==> config.mk <==
export PLATFORM = sky130hd
export DESIGN_NAME = phase_power_combiner
export DESIGN_NICKNAME = d
export VERILOG_FILES = /design/src/rtl/combiner_pkg.sv /design/src/rtl/phase_term.sv /design/src/rtl/term_sum.sv /design/src/rtl/rev_track.sv /design/src/rtl/phase_power_combiner.sv
export SDC_FILE = /design/constraint.sdc
export NUM_CORES = 1
export LEC_CHECK = 0
export CORE_UTILIZATION = 32
export DETAILED_ROUTE_END_ITERATION = 10
export HOLD_SLACK_MARGIN = 0.12
export SYNTH_ARGS = -nofsm -noshare
export SYNTH_HDL_FRONTEND = slang
export SYNTH_HIERARCHICAL = 1
export SYNTH_SLANG_ARGS = --single-unit
export TNS_END_PERCENT = 20
==> constraint.sdc <==
create_clock -name clk -period 1.2 [get_ports clk]
set_input_delay 0.36 -clock clk [delete_from_list [all_inputs] [get_ports clk]]
set_output_delay 0.36 -clock clk [all_outputs]
set_load 0.02 [all_outputs]
==> src/rtl/combiner_pkg.sv <==
package combiner_pkg;

    localparam int DEF_PWR_W = 24;
    localparam int DEF_NPH   = 3;

    typedef enum logic {
        SUM_MAGNITUDE = 1'b0,
        SUM_NET       = 1'b1
    } sum_mode_e;

    // Width that holds NPH full-scale magnitudes without overflow:
    // one bit for the magnitude of the most negative code, clog2(NPH) for growth.
    function automatic int total_width(input int pwr_w, input int nph);
        return pwr_w + $clog2(nph) + 1;
    endfunction

endpackage

==> src/rtl/phase_term.sv <==
module phase_term
    import combiner_pkg::*;
#(
    parameter int PWR_W = DEF_PWR_W,
    parameter int SUM_W = total_width(DEF_PWR_W, DEF_NPH)
) (
    input  logic [PWR_W-1:0]        sample,
    input  sum_mode_e               mode,
    input  logic                    idle,
    output logic signed [SUM_W-1:0] term,
    output logic                    reverse
);
    localparam int EXT_W = SUM_W - PWR_W;

    logic signed [SUM_W-1:0] widened;
    logic                    is_neg;

    always_comb begin
        is_neg  = sample[PWR_W-1];
        widened = {{EXT_W{is_neg}}, sample};
        if (mode == SUM_MAGNITUDE && is_neg) begin
            term = -widened;
        end else begin
            term = widened;
        end
        reverse = is_neg && !idle;
    end

endmodule

==> src/rtl/term_sum.sv <==
module term_sum
    import combiner_pkg::*;
#(
    parameter int NPH   = DEF_NPH,
    parameter int SUM_W = total_width(DEF_PWR_W, DEF_NPH)
) (
    input  logic [NPH*SUM_W-1:0]    terms,
    output logic signed [SUM_W-1:0] sum
);
    always_comb begin
        sum = '0;
        for (int k = 0; k < NPH; k++) begin
            sum = sum + $signed(terms[k*SUM_W +: SUM_W]);
        end
    end

endmodule

==> src/rtl/rev_track.sv <==
module rev_track
    import combiner_pkg::*;
#(
    parameter int NPH = DEF_NPH
) (
    input  logic           clk,
    input  logic           rst_n,
    input  logic           sample_valid,
    input  logic           cf_start,
    input  logic [NPH-1:0] reverse,
    output logic           flag
);
    typedef struct packed {
        logic pending;
        logic flag;
    } rev_state_t;

    rev_state_t st_d, st_q;

    always_comb begin
        st_d = st_q;
        if (sample_valid) begin
            st_d.pending = |reverse;
        end
        if (cf_start) begin
            st_d.flag = st_q.pending;
        end
    end

    always_ff @(posedge clk or negedge rst_n) begin
        if (!rst_n) begin
            st_q <= '0;
        end else begin
            st_q <= st_d;
        end
    end

    assign flag = st_q.flag;

endmodule

==> src/rtl/phase_power_combiner.sv <==
module phase_power_combiner
    import combiner_pkg::*;
#(
    parameter int PWR_W = DEF_PWR_W,
    parameter int NPH   = DEF_NPH
) (
    input  logic                                     clk,
    input  logic                                     rst_n,
    input  logic                                     sample_valid,
    input  logic [NPH*PWR_W-1:0]                     phase_pwr,
    input  logic                                     net_mode,
    input  logic [NPH-1:0]                           noload,
    input  logic                                     cf_start,
    output logic signed [total_width(PWR_W,NPH)-1:0] total_pwr,
    output logic                                     rev_flag
);
    localparam int SUM_W = total_width(PWR_W, NPH);

    typedef struct packed {
        logic signed [SUM_W-1:0] total;
    } sum_state_t;

    sum_state_t st_d, st_q;

    sum_mode_e               mode;
    logic [NPH*SUM_W-1:0]    terms;
    logic [NPH-1:0]          reverse;
    logic signed [SUM_W-1:0] sum;

    assign mode = sum_mode_e'(net_mode);

    for (genvar k = 0; k < NPH; k++) begin : g_phase
        phase_term #(
            .PWR_W(PWR_W),
            .SUM_W(SUM_W)
        ) u_term (
            .sample (phase_pwr[k*PWR_W +: PWR_W]),
            .mode   (mode),
            .idle   (noload[k]),
            .term   (terms[k*SUM_W +: SUM_W]),
            .reverse(reverse[k])
        );
    end

    term_sum #(
        .NPH  (NPH),
        .SUM_W(SUM_W)
    ) u_sum (
        .terms(terms),
        .sum  (sum)
    );

    rev_track #(
        .NPH(NPH)
    ) u_rev (
        .clk         (clk),
        .rst_n       (rst_n),
        .sample_valid(sample_valid),
        .cf_start    (cf_start),
        .reverse     (reverse),
        .flag        (rev_flag)
    );

    always_comb begin
        st_d = st_q;
        if (sample_valid) begin
            st_d.total = sum;
        end
    end

    always_ff @(posedge clk or negedge rst_n) begin
        if (!rst_n) begin
            st_q <= '0;
        end else begin
            st_q <= st_d;
        end
    end

    assign total_pwr = st_q.total;

endmodule

==> results.sh <==
export IMPL_final_area_um2=9220
export IMPL_slew_headroom_pct=66.2
export IMPL_slowest_stage="fa_1"
export IMPL_ant_nets=0
export IMPL_overflow=0
export IMPL_cts_made_buffers=5
export IMPL_intPower_mw=8.37
export IMPL_hpwl_mm=13.9
export IMPL_grt_max_degree=30
export IMPL_insertion_delay_ns=0.28
export IMPL_grt_usage_pct=22.9
export IMPL_crit_family="compound AO/OA/AOI/OAI gates"
export IMPL_crit_path_max_incr_delay_ns=0.63
export IMPL_fin_nets=1033
export IMPL_crit_chain="buf_4 > nor4_4 > buf_4 > and4_4 > a31oi_4 > xor2_2 > fa_1 > ha_4 > a21o_1 > a31o_1 > a221o_1 > a311o_1 > a31oi_2 > xnor2_1 > mux2_4"
export IMPL_wl_mm=18.2
export IMPL_worst_slack_ns=-2.64
export IMPL_antenna_cells=0
export IMPL_path_class="input port to register"
export IMPL_hold_worst_slack_ns=0.438
export IMPL_yosysWarnings=6
export IMPL_async_flop_share_pct=100
export IMPL_hold_viol_final=0
export IMPL_ir_drop_uv=701
export IMPL_numPortBuffers=107
export IMPL_synthXorXnorAreaFrac_pct=15.2
export IMPL_seqPwrFrac_pct=12.2
export IMPL_worst_slew_pin_transition_ns=0.504
export IMPL_vias=5542
export IMPL_avgViaCountPerCell=5.13
export IMPL_synth_seq_cells=29
export IMPL_synth_compound_area_share_pct=18.1
export IMPL_critPathCaptureType="register"
export IMPL_synth_edf_count=0
export IMPL_drtIter0Drc=253
export IMPL_rsz0062_at_grt="yes"
export IMPL_routedWlPerCell_um=16.9
export IMPL_cts_tree="built"
export IMPL_drive_gt1_share_pct=61.5
export IMPL_crit_top_cell="buf_4"
export IMPL_power_mw=14.1
export IMPL_switchingPower_mw=5.73
export IMPL_crit_path_start_kind="input port"
export IMPL_drcViolationCount=1
export IMPL_synth_flop_cell="dfrtp_1"
export IMPL_syn_inst=550
export IMPL_pin_count=108
export IMPL_drv_cap=0
export IMPL_clkSinkCount=29
export IMPL_htree_num_levels=2
export IMPL_worst_clock_skew_ns=0.0000865
export IMPL_place_gp_congestion=0.885
export IMPL_leakagePower_nw=4.10
export IMPL_fin_crit_ns=3.84
export IMPL_synth_top_family_by_area="simple AND/OR/NAND/NOR gates"
export IMPL_yosysSeqAreaShare_pct=14.9
export IMPL_worstPathRequired_ns=1.36
export IMPL_place_worst_setup_slack_ns=-3.30
export IMPL_comb_power_share_pct=78.4
export IMPL_die_area_um2=15800
export IMPL_yosys_area_share_adder_pct=19.0
export IMPL_drtPass1Iterations=7
export IMPL_period_share_pct=320
export IMPL_crit_buf_inv=2
export IMPL_root_buffer="clkbuf_16"
export IMPL_pwr_density_cell_nw_per_um2=1530
export IMPL_grt_pass1_vias=5913
export IMPL_syn_to_final_growth_pct=88.9
export IMPL_synth_nets=688
export IMPL_die_y_um=126
export IMPL_grt_antenna_before_repair=0
export IMPL_violations="design-rule violations, negative setup slack"
export IMPL_fmax_ghz=0.260
export IMPL_cp_arrival_ns=4.01
export IMPL_hold_class="input port to asynchronous set/reset pin"
export IMPL_tns_ns=-52.83
export IMPL_worst_path_stages=15
export IMPL_yosys_area_share_simple_pct=20.0
export IMPL_placed_area_um2=7880
export IMPL_die_width_um=126
export IMPL_cts_buffer_depth=2
export IMPL_std_cell_rows=44
export IMPL_status="finished, violations left"
export IMPL_core_area_um2=14700
export IMPL_clkTransAtPathRegs_ns=0.05
export IMPL_start_util_pct=33.2
export IMPL_setup_viol=29
export IMPL_syn_avg_cell_area_um2=8.88
export IMPL_power_switching_share_pct=40.6
export IMPL_synth_mux_area_share_pct=8.28
export IMPL_reg2regPathDepth=2
export IMPL_crit_fanout=4
export IMPL_slew_viol_final=0
export IMPL_grt_pass1_wl_mm=28.7
export IMPL_syn_cell_area_um2=4880
export IMPL_p_clk_share_pct=9.4
export IMPL_synthDistinctLibCells=58
export IMPL_nFillCells=1157
what timing repair did:
action                     CTS  global route
hold buffers                 0             0
setup endpoints to repair   56            37
resized for setup          469            99
buffers inserted            33            14
pin swaps                  122            51
cloned                       1             0
metrics by stage:
stage,cells,util (%)
after floorplan,550,-
final,1080,62.8
after CTS,1067,59.8
after global placement,1027,53.6
after global routing,1080,62.8
after detailed placement,1027,53.6
final cells by class:
| type | instances | area, um^2 | share of cell area (%) |
|---|---|---|---|
| multi-input combinational | 476 | 5170 | 56.0 |
| timing repair buffer | 360 | 2850 | 30.9 |
| sequential | 29 | 726 | 7.87 |
| tap | 184 | 230 | 2.50 |
| clock buffer | 7 | 153 | 1.65 |
| inverter | 23 | 96.3 | 1.04 |
| clock inverter | 1 | 5.00 | 0.0543 |
flip-flops by register name (all words and copies together) (netlist names):
name / count
u_rev/flag: 1
total_pwr: 27
u_rev/st_q: 1
routing by layer:
metal | share of wire (%) | up-vias | global-route usage (%)
li1 | - | 2680 | -
met1 | 44 | 2668 | 28.6
met2 | 50 | 155 | 40.4
met3 | 3.8 | 39 | 2.35
met4 | 2.7 | 0 | 8.90
met5 | 0 | - | 0
worst reg2reg max path: cells and delay by family, from the launching register on:
family / cells / cell delay (ns)
buf+inv: 1 / 0.14
flops: 1 / 0.41
mux: 1 / 0.26
logic make-up (layout without fill, tap and decap cells):
| kind of cell | Yosys count | in the layout |
|---|---|---|
| simple gates | 169 | 169 |
| compound gates | 135 | 135 |
| xor+xnor | 85 | 85 |
| fa+ha+maj | 58 | 58 |
| buf+inv | 45 | 391 |
| mux | 29 | 29 |
| flops | 29 | 29 |
placed cells by master (no fill, tap or decap), drive strengths merged, types with 4 or more instances in the layout:
master,count
xnor2,42
o41ai,6
and2,12
and4,5
or4,6
nand2b,6
a31oi,19
a21o,12
nor3b,6
inv,23
o21bai,5
mux2,28
buf,319
nor2b,8
xor2,43
nand4,8
clkbuf,13
and3,6
nand2,28
nand3,13
o21ai,22
fa,27
a31o,4
a21oi,40
dlygate4sd2,6
nor3,16
ha,31
nor2,42
o31ai,10
nor4,11
clkdlybuf4s50,17
dfrtp,29
clkdlybuf4s15,12
synthesized netlist by cell type, types with 3 or more instances:
library cell	number	area share, %
xor2_1	43	7.7
nor2_1	42	3.2
xnor2_1	42	7.5
a21oi_1	40	4.1
ha_1	31	7.9
dfrtp_1	29	15
nand2_1	28	2.2
fa_1	27	11
inv_1	22	1.7
mux2_4	21	6.5
a31oi_1	19	2.4
clkbuf_1	15	1.2
o21ai_0	14	1.4
nand3_1	13	1.3
nor3_1	13	1.3
a21o_1	12	1.8
and2_1	12	1.5
o31ai_1	10	1.5
nand4_1	8	1.0
nor2b_1	8	1.0
nor4_1	8	1.0
mux2_2	7	1.6
nand2b_1	6	0.77
o41ai_1	6	1.1
or4_4	6	1.4
and3_1	5	0.64
o21ai_1	5	0.51
o21bai_1	5	0.77
a31o_1	4	0.72
and4_1	4	0.72
buf_4	3	0.46
nor3_2	3	0.61
nor3b_1	3	0.46
nor3b_2	3	0.77
nor4_4	3	1.3
o21ai_2	3	0.54
power by group through the flow:
stage | clock network (mW) | logic, mW | registers (mW)
6_report | 1.32 | 11.1 | 1.72
2_1_floorplan | 0 | 4.63 | 2.28
5_1_grt | 1.38 | 11.8 | 1.78
3_3_place_gp | 0 | 9.29 | 1.72
3_5_place_dp | 0 | 9.45 | 1.74
4_1_cts | 1.36 | 10.2 | 1.72
path summary, 6_finish.rpt:
path,start,to,slack (ns)
max,phase_pwr[32],total_pwr[25]$_DFFE_PN0P_,-2.64
min,rst_n,total_pwr[3]$_DFFE_PN0P_,0.44
max reg2reg,total_pwr[25]$_DFFE_PN0P_,total_pwr[25]$_DFFE_PN0P_,0.27
min reg2reg,total_pwr[4]$_DFFE_PN0P_,total_pwr[4]$_DFFE_PN0P_,0.50
max in group asynchronous,rst_n,total_pwr[23]$_DFFE_PN0P_,0.58
min in group clk,total_pwr[4]$_DFFE_PN0P_,total_pwr[4]$_DFFE_PN0P_,0.50
Power figures use the tool's default switching activity.
